`src/rtl/lcd_scan_timer.sv`:
```
module lcd_scan_timer #(
  parameter int PIX_CYC  = 4,
  parameter int H_PIXELS = 240,
  parameter int V_LINES  = 160,
  parameter int VB_LINES = 68,
  parameter int HB_CYC   = 272
) (
  input  logic        clk,
  input  logic        rst_n,
  input  logic        wr_en,
  input  logic [15:0] wr_data,
  output logic [15:0] status,
  output logic [7:0]  line,
  output logic [1:0]  state,
  output logic        irq_hblank,
  output logic        irq_vblank,
  output logic        irq_vmatch,
  output logic        render_stb
);
  localparam int HDRAW_CYC   = PIX_CYC * H_PIXELS;
  localparam int LINE_CYC    = HDRAW_CYC + HB_CYC;
  localparam int TOTAL_LINES = V_LINES + VB_LINES;
  localparam int CW          = $clog2(LINE_CYC + 1);

  localparam logic [CW-1:0] HD_LAST = CW'(HDRAW_CYC - 1);
  localparam logic [CW-1:0] HB_LAST = CW'(HB_CYC - 1);
  localparam logic [CW-1:0] LN_LAST = CW'(LINE_CYC - 1);
  localparam logic [7:0]    VIS_END = 8'(V_LINES);
  localparam logic [7:0]    FR_LAST = 8'(TOTAL_LINES - 1);

  localparam logic [1:0] S_DRAW = 2'd0;
  localparam logic [1:0] S_HBL  = 2'd1;
  localparam logic [1:0] S_VBL  = 2'd2;

  logic [1:0]    st;
  logic [CW-1:0] cyc;
  logic [7:0]    ln;
  logic          vbl_f, hbl_f, cmp_f;
  logic [2:0]    en;
  logic [7:0]    cmp_ln;
  logic          wrap;
  logic [7:0]    nxt;
  logic          hit;

  assign wrap = (st == S_VBL) && (ln == FR_LAST);
  assign nxt  = wrap ? 8'd0 : ln + 8'd1;
  assign hit  = (nxt == cmp_ln);

  always_ff @(posedge clk) begin
    if (!rst_n) begin
      st         <= S_DRAW;
      cyc        <= '0;
      ln         <= '0;
      vbl_f      <= 1'b0;
      hbl_f      <= 1'b0;
      cmp_f      <= 1'b0;
      en         <= '0;
      cmp_ln     <= '0;
      irq_hblank <= 1'b0;
      irq_vblank <= 1'b0;
      irq_vmatch <= 1'b0;
      render_stb <= 1'b0;
    end else begin
      irq_hblank <= 1'b0;
      irq_vblank <= 1'b0;
      irq_vmatch <= 1'b0;
      render_stb <= 1'b0;
      if (wr_en) begin
        en     <= wr_data[5:3];
        cmp_ln <= wr_data[15:8];
      end
      case (st)
        S_DRAW: begin
          if (cyc == HD_LAST) begin
            cyc        <= '0;
            st         <= S_HBL;
            hbl_f      <= 1'b1;
            irq_hblank <= en[1];
          end else begin
            cyc <= cyc + 1'b1;
          end
        end
        S_HBL: begin
          if (cyc == HB_LAST) begin
            cyc        <= '0;
            hbl_f      <= 1'b0;
            ln         <= nxt;
            cmp_f      <= hit;
            irq_vmatch <= hit & en[2];
            if (nxt < VIS_END) begin
              st         <= S_DRAW;
              render_stb <= 1'b1;
            end else begin
              st         <= S_VBL;
              vbl_f      <= 1'b1;
              irq_vblank <= en[0];
            end
          end else begin
            cyc <= cyc + 1'b1;
          end
        end
        default: begin
          if (cyc == LN_LAST) begin
            cyc        <= '0;
            ln         <= nxt;
            cmp_f      <= hit;
            irq_vmatch <= hit & en[2];
            if (wrap) begin
              st         <= S_DRAW;
              vbl_f      <= 1'b0;
              render_stb <= 1'b1;
            end
          end else begin
            cyc <= cyc + 1'b1;
          end
        end
      endcase
    end
  end

  assign status = {cmp_ln, 2'b00, en, cmp_f, hbl_f, vbl_f};
  assign line   = ln;
  assign state  = st;
endmodule

```
`config.mk`:
```
export PLATFORM = sky130hd
export DESIGN_NAME = lcd_scan_timer
export DESIGN_NICKNAME = d
export VERILOG_FILES = /design/src/rtl/lcd_scan_timer.sv
export SDC_FILE = /design/constraint.sdc
export NUM_CORES = 1
export LEC_CHECK = 0
export BUFFER_PORTS_ARGS = -buffer_cell sky130_fd_sc_hd__buf_2
export CORE_ASPECT_RATIO = 1.1
export CORE_MARGIN = 2
export CORE_UTILIZATION = 60
export CTS_BUF_LIST = sky130_fd_sc_hd__clkbuf_2 sky130_fd_sc_hd__clkbuf_4 sky130_fd_sc_hd__clkbuf_8
export CTS_CLUSTER_SIZE = 16
export DETAILED_ROUTE_END_ITERATION = 6
export PLACE_DENSITY = 0.88
export SYNTH_ARGS = -nofsm -noshare
export SYNTH_HDL_FRONTEND = slang
export SYNTH_SLANG_ARGS = --single-unit
```
`constraint.sdc`:
```
create_clock -name clk -period 5.12 [get_ports clk]
set_clock_uncertainty 0.1 [all_clocks]
set_input_delay 0.768 -clock clk [delete_from_list [all_inputs] [get_ports clk]]
set_output_delay 0.768 -clock clk [all_outputs]
set_load 0.03 [all_outputs]
```
After elaboration in Yosys (flattened, before gate mapping)
Index checks and enable logic that the tools add are counted.

cells by class
  mux-type cells = 33
  add/subtract/negate cells = 2
  equality and inequality tests = 10
  reduce and logical (&&, ||, !) cells = 13
  $lt $le $gt $ge = 1
  bitwise gates (word level) = 5

operators by type and width
  operator                                         number
  2-to-1 mux 11 bit                                3
  2-to-1 mux 8 bit                                 3
  case mux 11 bit (2 select lines)                 1
  case mux 8 bit (2 select lines)                  1
  2-to-1 mux 1 bit                                 14
  adder 11 x 1 -> 11 bit, second input constant    1
  == test 11 x 10 -> 1 bit, second input constant  1
  == test 11 bit, second input constant            1
  == test 11 x 9 -> 1 bit, second input constant   1
  2-to-1 mux 2 bit                                 5
  case mux 1 bit (2 select lines)                  5
  AND reduction 3 bit                              3
  adder 8 x 1 -> 8 bit, second input constant      1
  == test 8 bit                                    1
  == test 8 bit, second input constant             1
  < comparator 8 bit, second input constant        1
  != test 2 bit, second input constant             3
  nonzero test 2 bit                               3
  nonzero test 3 bit                               2
  AND reduction 5 bit                              1
  NOT 1 bit                                        4
  case mux 2 bit (2 select lines)                  1
  AND reduction 4 bit                              1
  OR reduction 4 bit                               1
  other kinds (5)                                  5

storage, ports and cells
  output and inout bits = 30
  input port bits = 19
  register bits = 39

Depth between registers and ports, before layout
  depth after elaboration = 7
  depth in mapped cells = 8
  depth with buffers taken out = 6

Least setup slack after synthesis
OpenSTA, ideal clock, no wires.

  kind = register to register
  start = register ln[0], in the netlist line[0]
  end = register st[1], in the netlist state[1]
  setup time = 115 ps
  period minus slack after synthesis = 2327 ps
  arrival time = 2112 ps
  stages on the path, launching flop included = 8
  setup slack = 2793 ps
  path buffers = 1
  cell sequence = dfxtp_1 ha_1 buf_2 and3b_1 nand2_1 or4_4 and3_1 a31o_1

on the way
  cells in the longest elaborated chain, start to end = 7

ends and longest elaborated chain
  what                                                                          line  RTL
  start: declaration                                                            37    logic [7:0] ln;
  start signal: assignment                                                      87    ln <= nxt;
  start signal: assignment                                                      105   ln <= nxt;
  parallel branches: the longest is 7 deep, another holds adder 8 x 1 -> 8 bit  --
  end signal: assignment                                                        76    st <= S_HBL;
  end signal: assignment                                                        91    st <= S_DRAW;
  end signal: assignment                                                        94    st <= S_VBL;
  end: declaration                                                              35    logic [1:0] st;

Parallel ways; which one is timed is not known. The select of a mux whose other input is x is not followed.
A chain may end at the register's enable or synchronous reset.

Worst setup path in the final report
Ends and elaborated chain as after synthesis.

==> summary.md <==
| Metric | Value |
|---|---|
| DRC errors left | 0 |
| Largest net degree at the start of global routing | 32 |
| Setup slack after layout | 2.75 ns |
| Routed met2 length | 2.13 mm |
| Area delta synth->final | 10.2% |
| Worst setup endpoint | state[1] |
| Crit path max-delay cell type | or4_4 |
| Startpoint Class | flop |
| CTS hold repair buffers | 0 |
| TritonRoute pass-1 iters | 4 |
| WP data arrival | 2.54 ns |
| Post-DP HPWL | 3.13 mm |
| Share of layout cells above drive strength 1 | 0.212 |
| R2R Setup Slk | 2.75 ns |
| Switching share of power | 0.272 |
| Most frequent cells in the layout | buf_2, dfxtp_1, nor2_1 |
| Post-synthesis sequential area ratio | 0.368 |
| GPL Wtd Cong | 0.841 |
| Clock Latency Late Sink | 0.36 ns |
| Hold depth | 2 |
| Max Cap Viol | 0 |
| Worst Path Buf+Inv | 0 |
| Synth Cell Area | 2120 um2 |
| Library cells used by synthesis | 55 |
| Slew @ Worst Pin | 0.553 ns |
| Overall routing resource usage | 0.238 |
| Num rows | 22 |
| Pwr Density | 226 nW/um2 |
| Async SR Flop Fraction | 0 |
| Worst-case reg-to-reg path depth | 6 |
| Fin crit share | 0.463 |
| GRT Residual Overflow | 0 |
| Period minus WS final | 2.37 ns |
| Clk slew on worst S/H paths | 0.12 ns |
| Commonest non-fill, non-tap cell in the layout | buf_2 |
| Max Freq | 422 MHz |
| Routed wire length per instance | 13.9 um |
| Final Cell Area | 2340 um2 |
| Post-Syn Instances | 238 |
| Vias/cell | 5.75 |
| Clk buf depth | 2 |
| Leakage | 0.961 nW |
| Final-stage net count | 289 |
| Clock network fraction of total power | 0.303 |
| Initial DRC count | 72 |
| #FFs+latches synth | 39 |
| Syn Area/Cell | 8.92 um2 |
| Logic gate share of total power | 0.095 |
| Max-Slew Margin vs Limit | 0.628 |
| Cts repair resizes | 0 |
| M1 wire length | 1.98 mm |
| N_diodes | 0 |
| Die Wd | 60.7 um |
| Vias | 1,823 |
| Worst-path fanout max | 9 |
| Met3 wire length | 214 um |
| CP top delay family | simple AND/OR/NAND/NOR gates |
| Area of the die | 4030 um2 |
| RSZ-0062 raised after global routing | false |
| Post-CTS Setup Bufs | 0 |
| Ports | 49 |
| CTS tree | built |
| Status | completed |
| Placed instance area | 2280 um2 |
| Ys Warns | 0 |
| Max incr delay on CP | 0.56 ns |
| Root buffer cell | clkbuf_4 |
| Pre-CTS WS | 2.77 ns |
| Design Power | 0.000528 W |
| Antenna viol nets, final | 0 |
| Final Hold Vio Count | 0 |
| Crit end category | flop |
| Initial antenna violation count | 0 |
| Critical path type | flop to flop |
| # setup viols final | 0 |
| Die height | 66.4 um |
| Routed Wire Length | 4.41 mm |
| Number of synthesized flops with an enable pin | 0 |
| Core area | 3360 um2 |
| NetSw | 0.000143 W |
| Clock sink count | 39 |
| Count of pins over their slew limit | 0 |
| Critical Path, Cell by Cell | ha_1, and3b_1, nand2_1, or4_4, and3_1, a31o_1 |
| Reg-to-reg endpoint | state[1] |
| Number of buffers created by CTS | 5 |
| Highest routed layer | met4 |
| Worst vdd ir | 0.000183 V |
| CP required | 5.28 ns |
| Setup TNS | 0 ns |
| FF-to-FF Start | line[0] |
| Initial cell density of the core | 0.632 |
| P_int | 0.000384 W |
| Finished Core Util | 0.697 |
| Vias in the first global route | 1,653 |
| Reg power frac | 0.602 |
| Hold Path Class | flop to flop |
| Port bufs | 41 |
| CP Launch Point | line[0] |
| Ys flop type | dfxtp_1 |
| Stages on the worst setup path | 6 |
| First-pass GRT wire length | 7.28 mm |
| H-tree depth | 2 |
## sequential cells by signal, summed over array words and instances (netlist names)
signal,cells
hbl_f,1
cmp_f,1
cyc,11
cmp_ln,8
irq_vblank,1
irq_vmatch,1
irq_hblank,1
render_stb,1
en,3
vbl_f,1
state,2
line,8
## stage by stage
stage          std cells  hold slack, ns
2_1_floorplan        239           0.330
3_3_place_gp         309           0.340
3_5_place_dp         309           0.357
4_1_cts              317           0.380
5_1_grt              317           0.421
6_report             317           0.382
## worst min path at each step
| stage | startpoint | to | slack [ns] |
|---|---|---|---|
| final | en[1] | irq_hblank | 0.38 |
| after global routing | cyc[0] | cyc[0] | 0.42 |
| after CTS | en[1] | irq_hblank | 0.38 |
| after detailed placement | en[1] | irq_hblank | 0.36 |
| after global placement | en[1] | irq_hblank | 0.34 |
| after floorplan | cyc[0] | cyc[0] | 0.33 |
## worst register-to-register path, delay by kind of cell, from the launching register on
| family | cells | cell delay, ns |
|---|---|---|
| flops | 1 | 0.49 |
| fa+ha+maj | 1 | 0.41 |
| simple gates | 4 | 1.11 |
| compound gates | 1 | 0.17 |
## logic make-up after synthesis
group | count (synthesis) | share of synthesized area
compound gates | 45 | 0.151
xor+xnor | 17 | 0.0790
fa+ha+maj | 2 | 0.0118
buf+inv | 22 | 0.0572
flops | 39 | 0.368
mux | 13 | 0.0619
other cells | 1 | 0.00177
simple gates | 99 | 0.269
## synthesized netlist by cell type (3+ instances only)
cell,instances,share of area
dfxtp_1,39,0.37
nor2_1,20,0.035
nand2_1,16,0.028
nor2b_1,14,0.041
mux2i_1,12,0.057
nand3_1,11,0.026
a21boi_0,10,0.035
xnor2_1,9,0.037
o21ai_0,8,0.019
clkbuf_1,7,0.012
nand4_1,7,0.021
xor2_1,7,0.029
and3_1,5,0.015
buf_4,5,0.018
nand2b_1,5,0.015
a21oi_1,4,0.0094
a31oi_1,4,0.012
and2_1,3,0.0088
buf_2,3,0.0071
inv_1,3,0.0053
## layer usage
metal / track usage / vias up
met1: 0.289 / 868
li1: - / 900
met4: 0.103 / 0
met3: 0.0509 / 8
met2: 0.397 / 47
met5: 0 / -
## layout make-up
type | instances | area (um2)
well taps | 48 | 60.1
repair buffers | 41 | 205
clock inverters | 3 | 20.0
flip-flops and latches | 39 | 781
fillers | 290 | 1020
inverters | 3 | 11.3
multi-input cells | 178 | 1220
clock buffers | 5 | 37.5
## power by group through the flow
stage / sequential (W) / combinational (W) / clock, W
finish: 0.000318 / 0.0000504 / 0.000160
global route: 0.000319 / 0.0000549 / 0.000178
CTS: 0.000318 / 0.0000507 / 0.000163
detailed placement: 0.000324 / 0.0000504 / 0
global placement: 0.000324 / 0.0000494 / 0
floorplan: 0.000333 / 0.0000285 / 0
Power figures use the tool's default switching activity.
